File: src/rtl/crypt_gate_pkg.sv
package crypt_gate_pkg;

  // Outcome of a control write as seen by the enable field.
  typedef enum logic [1:0] {
    WR_KEEP    = 2'd0,
    WR_DISABLE = 2'd1,
    WR_VIOLATE = 2'd2,
    WR_IGNORE  = 2'd3
  } en_wr_e;

  // Width-independent classification: caller reduces the field to flags.
  function automatic en_wr_e classify_en_write(input logic engines_on,
                                               input logic field_zero,
                                               input logic field_ones);
    if (!engines_on)      return WR_IGNORE;
    else if (field_zero)  return WR_DISABLE;
    else if (field_ones)  return WR_KEEP;
    else                  return WR_VIOLATE;
  endfunction

  // Transfer permission rule.
  function automatic logic transfer_permit(input logic live,
                                           input logic ready,
                                           input logic [2:0] modes);
    return live & ready & (&modes);
  endfunction

endpackage

File: src/rtl/cgc_enable_guard.sv
module cgc_enable_guard
  import crypt_gate_pkg::*;
#(
  parameter int EN_W = 3
) (
  input  logic            clk,
  input  logic            rst_n,
  input  logic            wr_hit,
  input  logic [EN_W-1:0] wr_field,
  output logic            en_on,
  output logic            locked,
  output logic            violate_evt,
  output logic            disable_evt,
  output logic            accept_mode
);

  logic [EN_W-1:0] en_q;
  logic            lock_q;
  en_wr_e          cls;

  assign en_on  = (en_q == {EN_W{1'b1}});
  assign locked = lock_q;

  always_comb begin
    cls         = classify_en_write(en_on,
                                    (wr_field == '0),
                                    (wr_field == {EN_W{1'b1}}));
    violate_evt = wr_hit & ~lock_q & (cls == WR_VIOLATE);
    disable_evt = wr_hit & ~lock_q & (cls == WR_DISABLE);
    accept_mode = wr_hit & ~lock_q & (cls != WR_VIOLATE);
  end

  always_ff @(posedge clk or negedge rst_n) begin
    if (!rst_n) begin
      en_q   <= {EN_W{1'b1}};
      lock_q <= 1'b0;
    end else begin
      if (violate_evt) lock_q <= 1'b1;
      if (disable_evt) en_q   <= '0;
    end
  end

endmodule

File: src/rtl/cgc_mode_regs.sv
module cgc_mode_regs #(
  parameter int MODE_W = 3
) (
  input  logic              clk,
  input  logic              rst_n,
  input  logic              load,
  input  logic [MODE_W-1:0] wr_mode,
  output logic [MODE_W-1:0] mode_q
);

  always_ff @(posedge clk or negedge rst_n) begin
    if (!rst_n)     mode_q <= '0;
    else if (load)  mode_q <= wr_mode;
  end

endmodule

File: src/rtl/cgc_xfer_gate.sv
module cgc_xfer_gate
  import crypt_gate_pkg::*;
(
  input  logic       en_on,
  input  logic       locked,
  input  logic       pl_ready,
  input  logic [2:0] modes,
  output logic       live,
  output logic       dec_en,
  output logic       auth_en,
  output logic       xfer_ok,
  output logic [2:0] status
);

  always_comb begin
    live    = en_on & ~locked;
    dec_en  = live;
    auth_en = live;
    xfer_ok = transfer_permit(live, pl_ready, modes);
    status  = {locked, live, pl_ready};
  end

endmodule

File: src/rtl/crypt_gate_ctl.sv
module crypt_gate_ctl #(
  parameter int                EN_W      = 3,
  parameter int                ADDR_W    = 2,
  parameter logic [ADDR_W-1:0] CTRL_ADDR = '0,
  localparam int               MODE_W    = 3,
  localparam int               WR_W      = EN_W + MODE_W
) (
  input  logic              clk,
  input  logic              rst_n,
  input  logic              wr_en,
  input  logic [ADDR_W-1:0] wr_addr,
  input  logic [WR_W-1:0]   wr_data,
  input  logic              pl_ready,
  output logic [2:0]        rd_status,
  output logic              dec_en,
  output logic              auth_en,
  output logic              stream_sel,
  output logic              recfg_sel,
  output logic              qrate_sel,
  output logic              lockdown,
  output logic              xfer_ok
);

  localparam int MODE_LSB = EN_W;

  // Named internal events, visible to the bound checker.
  logic              wr_hit;
  logic              en_on;
  logic              violate_evt;
  logic              disable_evt;
  logic              accept_mode;
  logic              live;
  logic [MODE_W-1:0] mode_q;

  assign wr_hit = wr_en & (wr_addr == CTRL_ADDR);

  cgc_enable_guard #(.EN_W(EN_W)) u_guard (
    .clk         (clk),
    .rst_n       (rst_n),
    .wr_hit      (wr_hit),
    .wr_field    (wr_data[EN_W-1:0]),
    .en_on       (en_on),
    .locked      (lockdown),
    .violate_evt (violate_evt),
    .disable_evt (disable_evt),
    .accept_mode (accept_mode)
  );

  cgc_mode_regs #(.MODE_W(MODE_W)) u_modes (
    .clk     (clk),
    .rst_n   (rst_n),
    .load    (accept_mode),
    .wr_mode (wr_data[MODE_LSB +: MODE_W]),
    .mode_q  (mode_q)
  );

  assign stream_sel = mode_q[0];
  assign recfg_sel  = mode_q[1];
  assign qrate_sel  = mode_q[2];

  cgc_xfer_gate u_gate (
    .en_on    (en_on),
    .locked   (lockdown),
    .pl_ready (pl_ready),
    .modes    (mode_q),
    .live     (live),
    .dec_en   (dec_en),
    .auth_en  (auth_en),
    .xfer_ok  (xfer_ok),
    .status   (rd_status)
  );

endmodule

File: config.mk
export PLATFORM = sky130hd
export DESIGN_NAME = crypt_gate_ctl
export DESIGN_NICKNAME = d
export VERILOG_FILES = /design/src/rtl/crypt_gate_pkg.sv /design/src/rtl/cgc_enable_guard.sv /design/src/rtl/cgc_mode_regs.sv /design/src/rtl/cgc_xfer_gate.sv /design/src/rtl/crypt_gate_ctl.sv
export SDC_FILE = /design/constraint.sdc
export NUM_CORES = 1
export LEC_CHECK = 0
export ABC_AREA = 1
export BUFFER_PORTS_ARGS = -buffer_cell sky130_fd_sc_hd__clkbuf_2
export CAP_MARGIN = 20
export CELL_PAD_IN_SITES_DETAIL_PLACEMENT = 1
export CELL_PAD_IN_SITES_GLOBAL_PLACEMENT = 1
export CORE_AREA = 3 3 40 42
export CTS_CLUSTER_DIAMETER = 200
export DETAILED_ROUTE_END_ITERATION = 10
export DIE_AREA = 0 0 43 45
export PLACE_DENSITY = 0.72
export SYNTH_ARGS = -nofsm -noshare
export SYNTH_HDL_FRONTEND = slang
export SYNTH_HIERARCHICAL = 1
export SYNTH_SLANG_ARGS = --single-unit
File: constraint.sdc
create_clock -name clk -period 2 [get_ports clk]
set_clock_uncertainty 0.15 [all_clocks]
set_input_delay 0.2 -clock clk [delete_from_list [all_inputs] [get_ports clk]]
set_output_delay 0.2 -clock clk [all_outputs]
set_load 0.02 [all_outputs]
==> flow_metrics.env, run 1 <==
export IMPL_status="finished clean"
export IMPL_critPathRequiredTime_ps=1650
export IMPL_fmax_mhz=648
export IMPL_vias_per_cell=4.06
export IMPL_cts_buffers=3
export IMPL_rsz0062_at_grt="no"
export IMPL_hold_class="primary input to register"
export IMPL_syn_num_nets=56
export IMPL_syn_to_final_growth_pct=41.9
export IMPL_wl_um=786
export IMPL_clockBufferDepth=2
export IMPL_antenna_left=0
export IMPL_yosys_warnings=6
export IMPL_final_core_util=0.343
export IMPL_placed_area_um2=404
export IMPL_die_h_um=45
export IMPL_fin_crit_sh=0.772
export IMPL_max_slew_margin=0.853
export IMPL_final_cells=81
export IMPL_first_global_vias=330
export IMPL_layout_nets=79
export IMPL_syn_area_per_cell_um2=7.05
export IMPL_rows=13
export IMPL_clock_sinks=5
export IMPL_root_buffer="clkbuf_4"
export IMPL_start_util=0.241
export IMPL_finish_instance_area_um2=440
export IMPL_leakagePower_nw=0.279
export IMPL_pre_cts_ws_ps=697
export IMPL_grt_antenna_before_repair=0
export IMPL_setup_tns_ps=0
export IMPL_cp_start_kind="register"
export IMPL_hold_violations=0
export IMPL_setup_slack_ps=457
export IMPL_fillers=165
export IMPL_dr_pass1_iters=2
export IMPL_track_usage=0.0845
export IMPL_cts_resized_gates=0
export IMPL_wl_per_cell_um=9.70
export IMPL_critical_path_arrival_ps=1190
export IMPL_cts_tree="built"
export IMPL_synthCells=44
export IMPL_coreArea_mm2=0.00128
export IMPL_period_needed_ps=1540
export IMPL_path_cells="inv_1, nor2_1, clkbuf_2"
export IMPL_grt_max_degree=7
export IMPL_worstMarginPinSlew_ps=221
export IMPL_place_inst=76
export IMPL_syn_area_um2=310
export IMPL_io_pins=22
export IMPL_htreeDepth=1
export IMPL_report_final_slew_viol_count=0
export IMPL_dp_hpwl_um=695
export IMPL_antenna_cells=0
export IMPL_drtIter0Drc=4
export IMPL_cpPeakStageDelay_ps=570
export IMPL_clock_latency_ps=230
export IMPL_drcViolationCount=0
export IMPL_die_w_um=43
export IMPL_drive_gt1_frac=0.470
export IMPL_setup_violations=0
export IMPL_gp_congestion=0.591
export IMPL_end_kind="output pin"
export IMPL_slowest_stage="dfstp_2"
export IMPL_power_density_mw_per_mm2=555
export IMPL_finalPower_uw=245
export IMPL_vias=329
export IMPL_ir_drop_mv=0.258
export IMPL_grt_overflow=0
export IMPL_grt_pass1_wl_um=1260
export IMPL_path_clk_slew_ps=40
export IMPL_criticalPathCategory="register to output pin"
export IMPL_maxCapViolations=0
export IMPL_dieArea_mm2=0.00194
export IMPL_hold_ws_ps=15.9
export IMPL_crit_path_max_fanout=6
export IMPL_numPortBuffers=21
==> cell type report <==
type	instances	area [um^2]	share of cell area
clock buffers	4	26.3	0.0597
inverters	9	33.8	0.0767
multi-input cells	26	120	0.273
flip-flops and latches	5	126	0.287
well taps	15	18.8	0.0426
repair buffers	22	115	0.261
==> report_power, final <==
| group | switching (mW) | internal, mW | total [mW] |
|---|---|---|---|
| sequential | 0.00117 | 0.103 | 0.104 |
| clock | 0.0374 | 0.0752 | 0.113 |
| combinational | 0.0145 | 0.0131 | 0.0276 |
| total | 0.0531 | 0.192 | 0.245 |
==> layer usage <==
metal  share of wire  GRT usage  wire length (um)  vias to the layer above
met1            0.38     0.0905               298                      148
met5               0          0                 0                        -
met2            0.58      0.165               454                        9
met3           0.042          0                33                        0
met4               0     0.0542                 0                        0
li1                -          -                 -                      172
==> layout by cell type, fill, tap and decap left out, drive strengths merged <==
cell          n
inv           9
nand3         4
dlygate4sd3   1
nand2        14
dfrtp         4
nor2          7
nand4         1
clkbuf       25
dfstp         1
==> sequential cells by signal (all words and copies together) (netlist names) <==
| name | flops |
|---|---|
| u_guard/locked | 1 |
| u_modes/mode_q | 3 |
| u_guard/en_q | 1 |
==> final timing paths <==
path / startpoint / endpoint / slack (ps) / cells past startpoint
max: u_guard/en_q[1] / rd_status[1] / 460 / 3
min: wr_data[4] / u_modes/mode_q[1] / 20 / 3
max reg2reg: u_guard/locked / u_modes/mode_q[0] / 760 / 6
min reg2reg: u_guard/en_q[1] / u_guard/en_q[1] / 330 / 2
max in group asynchronous: rst_n / u_guard/en_q[1] / 1310 / 2
min in group asynchronous: rst_n / u_modes/mode_q[0] / 170 / 2
==> repair_timing <==
action,in CTS,in global routing
hold endpoints to repair,5,0
buffers inserted,0,0
hold buffers,1,0
==> critical path, delay by kind of cell (launching register included) <==
kind,cells,cell delay [ps]
buffers and inverters,2,250
DFF,1,570
and+or+nand+nor,1,140
No activity file was read; power rests on OpenSTA's default activity.
==> run 2, diff against run 1 <==
CORE_AREA = not set   (was 3 3 40 42)
CORE_ASPECT_RATIO = 1.1   (was not set)
CORE_MARGIN = 3   (was not set)
CORE_UTILIZATION = 22   (was not set)
DIE_AREA = not set   (was 0 0 43 45)
PLACE_DENSITY = 0.69   (was 0.72)
clock period = 1.4 ns   (was 2 ns; I/O delays follow)
==> flow_metrics.env, run 2 (synthesis gave the netlist of run 1 again) <==
export IMPL_status="finished clean"
export IMPL_end_kind="output pin"
export IMPL_setup_violations=0
export IMPL_dieArea_mm2=0.00190
export IMPL_multiInputGateArea_um2=128
export IMPL_place_inst=76
export IMPL_hold_class="primary input to asynchronous set/reset pin"
export IMPL_htreeDepth=1
export IMPL_layout_commonest_cell="clkbuf_2"
export IMPL_hold_ws_ps=108
export IMPL_criticalPathCategory="register to output pin"
export IMPL_hold_violations=0
export IMPL_final_cells=85
export IMPL_grt_antenna_before_repair=0
export IMPL_ir_drop_mv=0.195
export IMPL_dr_pass1_iters=4
export IMPL_grt_pass1_wl_um=1470
export IMPL_power_density_mw_per_mm2=691
export IMPL_placed_area_um2=407
export IMPL_cts_tree="built"
export IMPL_antenna_left=0
export IMPL_syn_to_final_growth_pct=68.1
export IMPL_wl_um=874
export IMPL_final_seq_area_um2=128
export IMPL_start_util=0.248
export IMPL_cpPeakStageDelay_ps=550
export IMPL_finish_instance_area_um2=522
export IMPL_dp_hpwl_um=638
export IMPL_numPortBuffers=21
export IMPL_clockBufferDepth=2
export IMPL_rows=13
export IMPL_critPathRequiredTime_ps=1110
export IMPL_fin_crit_sh=0.992
export IMPL_top_layer_used="met4"
export IMPL_root_buffer="clkbuf_4"
export IMPL_max_slew_margin=0.906
export IMPL_drcViolationCount=0
export IMPL_clock_sinks=5
export IMPL_die_h_um=45.4
export IMPL_final_cell_mix="17 x clkbuf_2, 14 x nand2_1, 7 x inv_1"
export IMPL_leakagePower_nw=0.301
export IMPL_wl_met3_um=51
export IMPL_setup_tns_ps=0
export IMPL_rsz0062_at_grt="yes"
export IMPL_drive_gt1_frac=0.500
export IMPL_io_pins=22
export IMPL_grt_max_degree=7
export IMPL_coreArea_mm2=0.00125
export IMPL_vias_per_cell=4.21
export IMPL_reg2regPathDepth=7
export IMPL_path_clk_slew_ps=40
export IMPL_path_cells="inv_2, nor2_4, clkbuf_8"
export IMPL_setup_slack_ps=11.7
export IMPL_crit_path_max_fanout=3
export IMPL_path_delay_family="flip-flops"
export IMPL_period_needed_ps=1390
export IMPL_first_global_vias=346
export IMPL_maxCapViolations=0
export IMPL_gp_congestion=0.704
export IMPL_worstMarginPinSlew_ps=141
export IMPL_grt_overflow=0
export IMPL_track_usage=0.110
export IMPL_layout_nets=83
export IMPL_finalPower_uw=361
export IMPL_cp_num_buf_inv=2
export IMPL_r2r_end="u_modes/mode_q[0]"
export IMPL_fillers=160
export IMPL_die_w_um=41.8
export IMPL_pre_cts_ws_ps=179
export IMPL_report_final_slew_viol_count=0
export IMPL_fmax_mhz=720
export IMPL_met2WireLength_um=500
export IMPL_met1_length_um=314
export IMPL_cts_buffers=3
export IMPL_rrSetupSlack_ps=90
export IMPL_antenna_cells=0
export IMPL_cp_start_kind="register"
export IMPL_critical_path_arrival_ps=1100
export IMPL_regMostFlops="u_modes/mode_q"
export IMPL_vias=358
export IMPL_wl_per_cell_um=10.3
export IMPL_r2r_start="u_guard/en_q[1]"
export IMPL_clock_latency_ps=240
export IMPL_slowest_stage="dfstp_2"
export IMPL_largest_register_ffs=3
export IMPL_final_core_util=0.417
export IMPL_drtIter0Drc=5
==> run 2: cell count changes in the layout (fill, tap and decap cells not counted) <==
| cell | before | now |
|---|---|---|
| clkbuf_8 | 0 | 4 |
| dfrtp_2 | 0 | 1 |
| clkbuf_2 | 21 | 17 |
| dfrtp_1 | 4 | 3 |
| buf_4 | 0 | 1 |
| nor2_4 | 0 | 1 |
| nor2_1 | 3 | 2 |
| dlygate4sd3_1 | 1 | 4 |
| inv_1 | 8 | 7 |
| inv_2 | 1 | 2 |
==> run 2: layer usage <==
layer,vias up,track usage
met5,-,0
met4,0,0.115
met3,4,0.0119
met2,18,0.204
met1,158,0.104
li1,178,-
==> run 2: area by class of cell <==
cell class                 count  area share
clock buffer                   4      0.0504
inverter                       9      0.0647
multi-input combinational     26       0.245
sequential                     5       0.245
tap                           15      0.0360
timing repair buffer          26       0.360
==> run 2: timing repair <==
action	4_1_cts	5_1_grt
endpoints found under the setup margin	4	4
buffers inserted	1	0
gates cloned	0	0
endpoints found under the hold margin	8	0
pin swaps	0	0
hold buffers	4	0
resized for setup	10	1
==> run 2: how the worst max path moves through the flow <==
stage / start / to / slack (ps) / cells past startpoint
6_report: u_guard/en_q[1] / rd_status[1] / 10 / 3
3_5_place_dp: u_guard/en_q[1] / auth_en / 180 / 3
4_1_cts: u_guard/en_q[1] / auth_en / -5 / 3
5_1_grt: u_guard/en_q[1] / xfer_ok / -60 / 3
3_3_place_gp: u_guard/en_q[1] / dec_en / 200 / 3
2_1_floorplan: u_guard/en_q[1] / dec_en / 80 / 3
==> run 2: power breakdown <==
part	internal, mW	total, mW	switching [mW]
Clock	0.108	0.165	0.0572
Combinational	0.0242	0.0462	0.0220
Sequential	0.147	0.150	0.00211
==> run 2: worst register-to-register path: stages (launching register included) <==
cell	delay (ps)
dfstp_2	550
buf_4	130
nand3_1	70
nand2_1	60
inv_1	70
inv_2	80
nand2_1	60
nand2_1	70
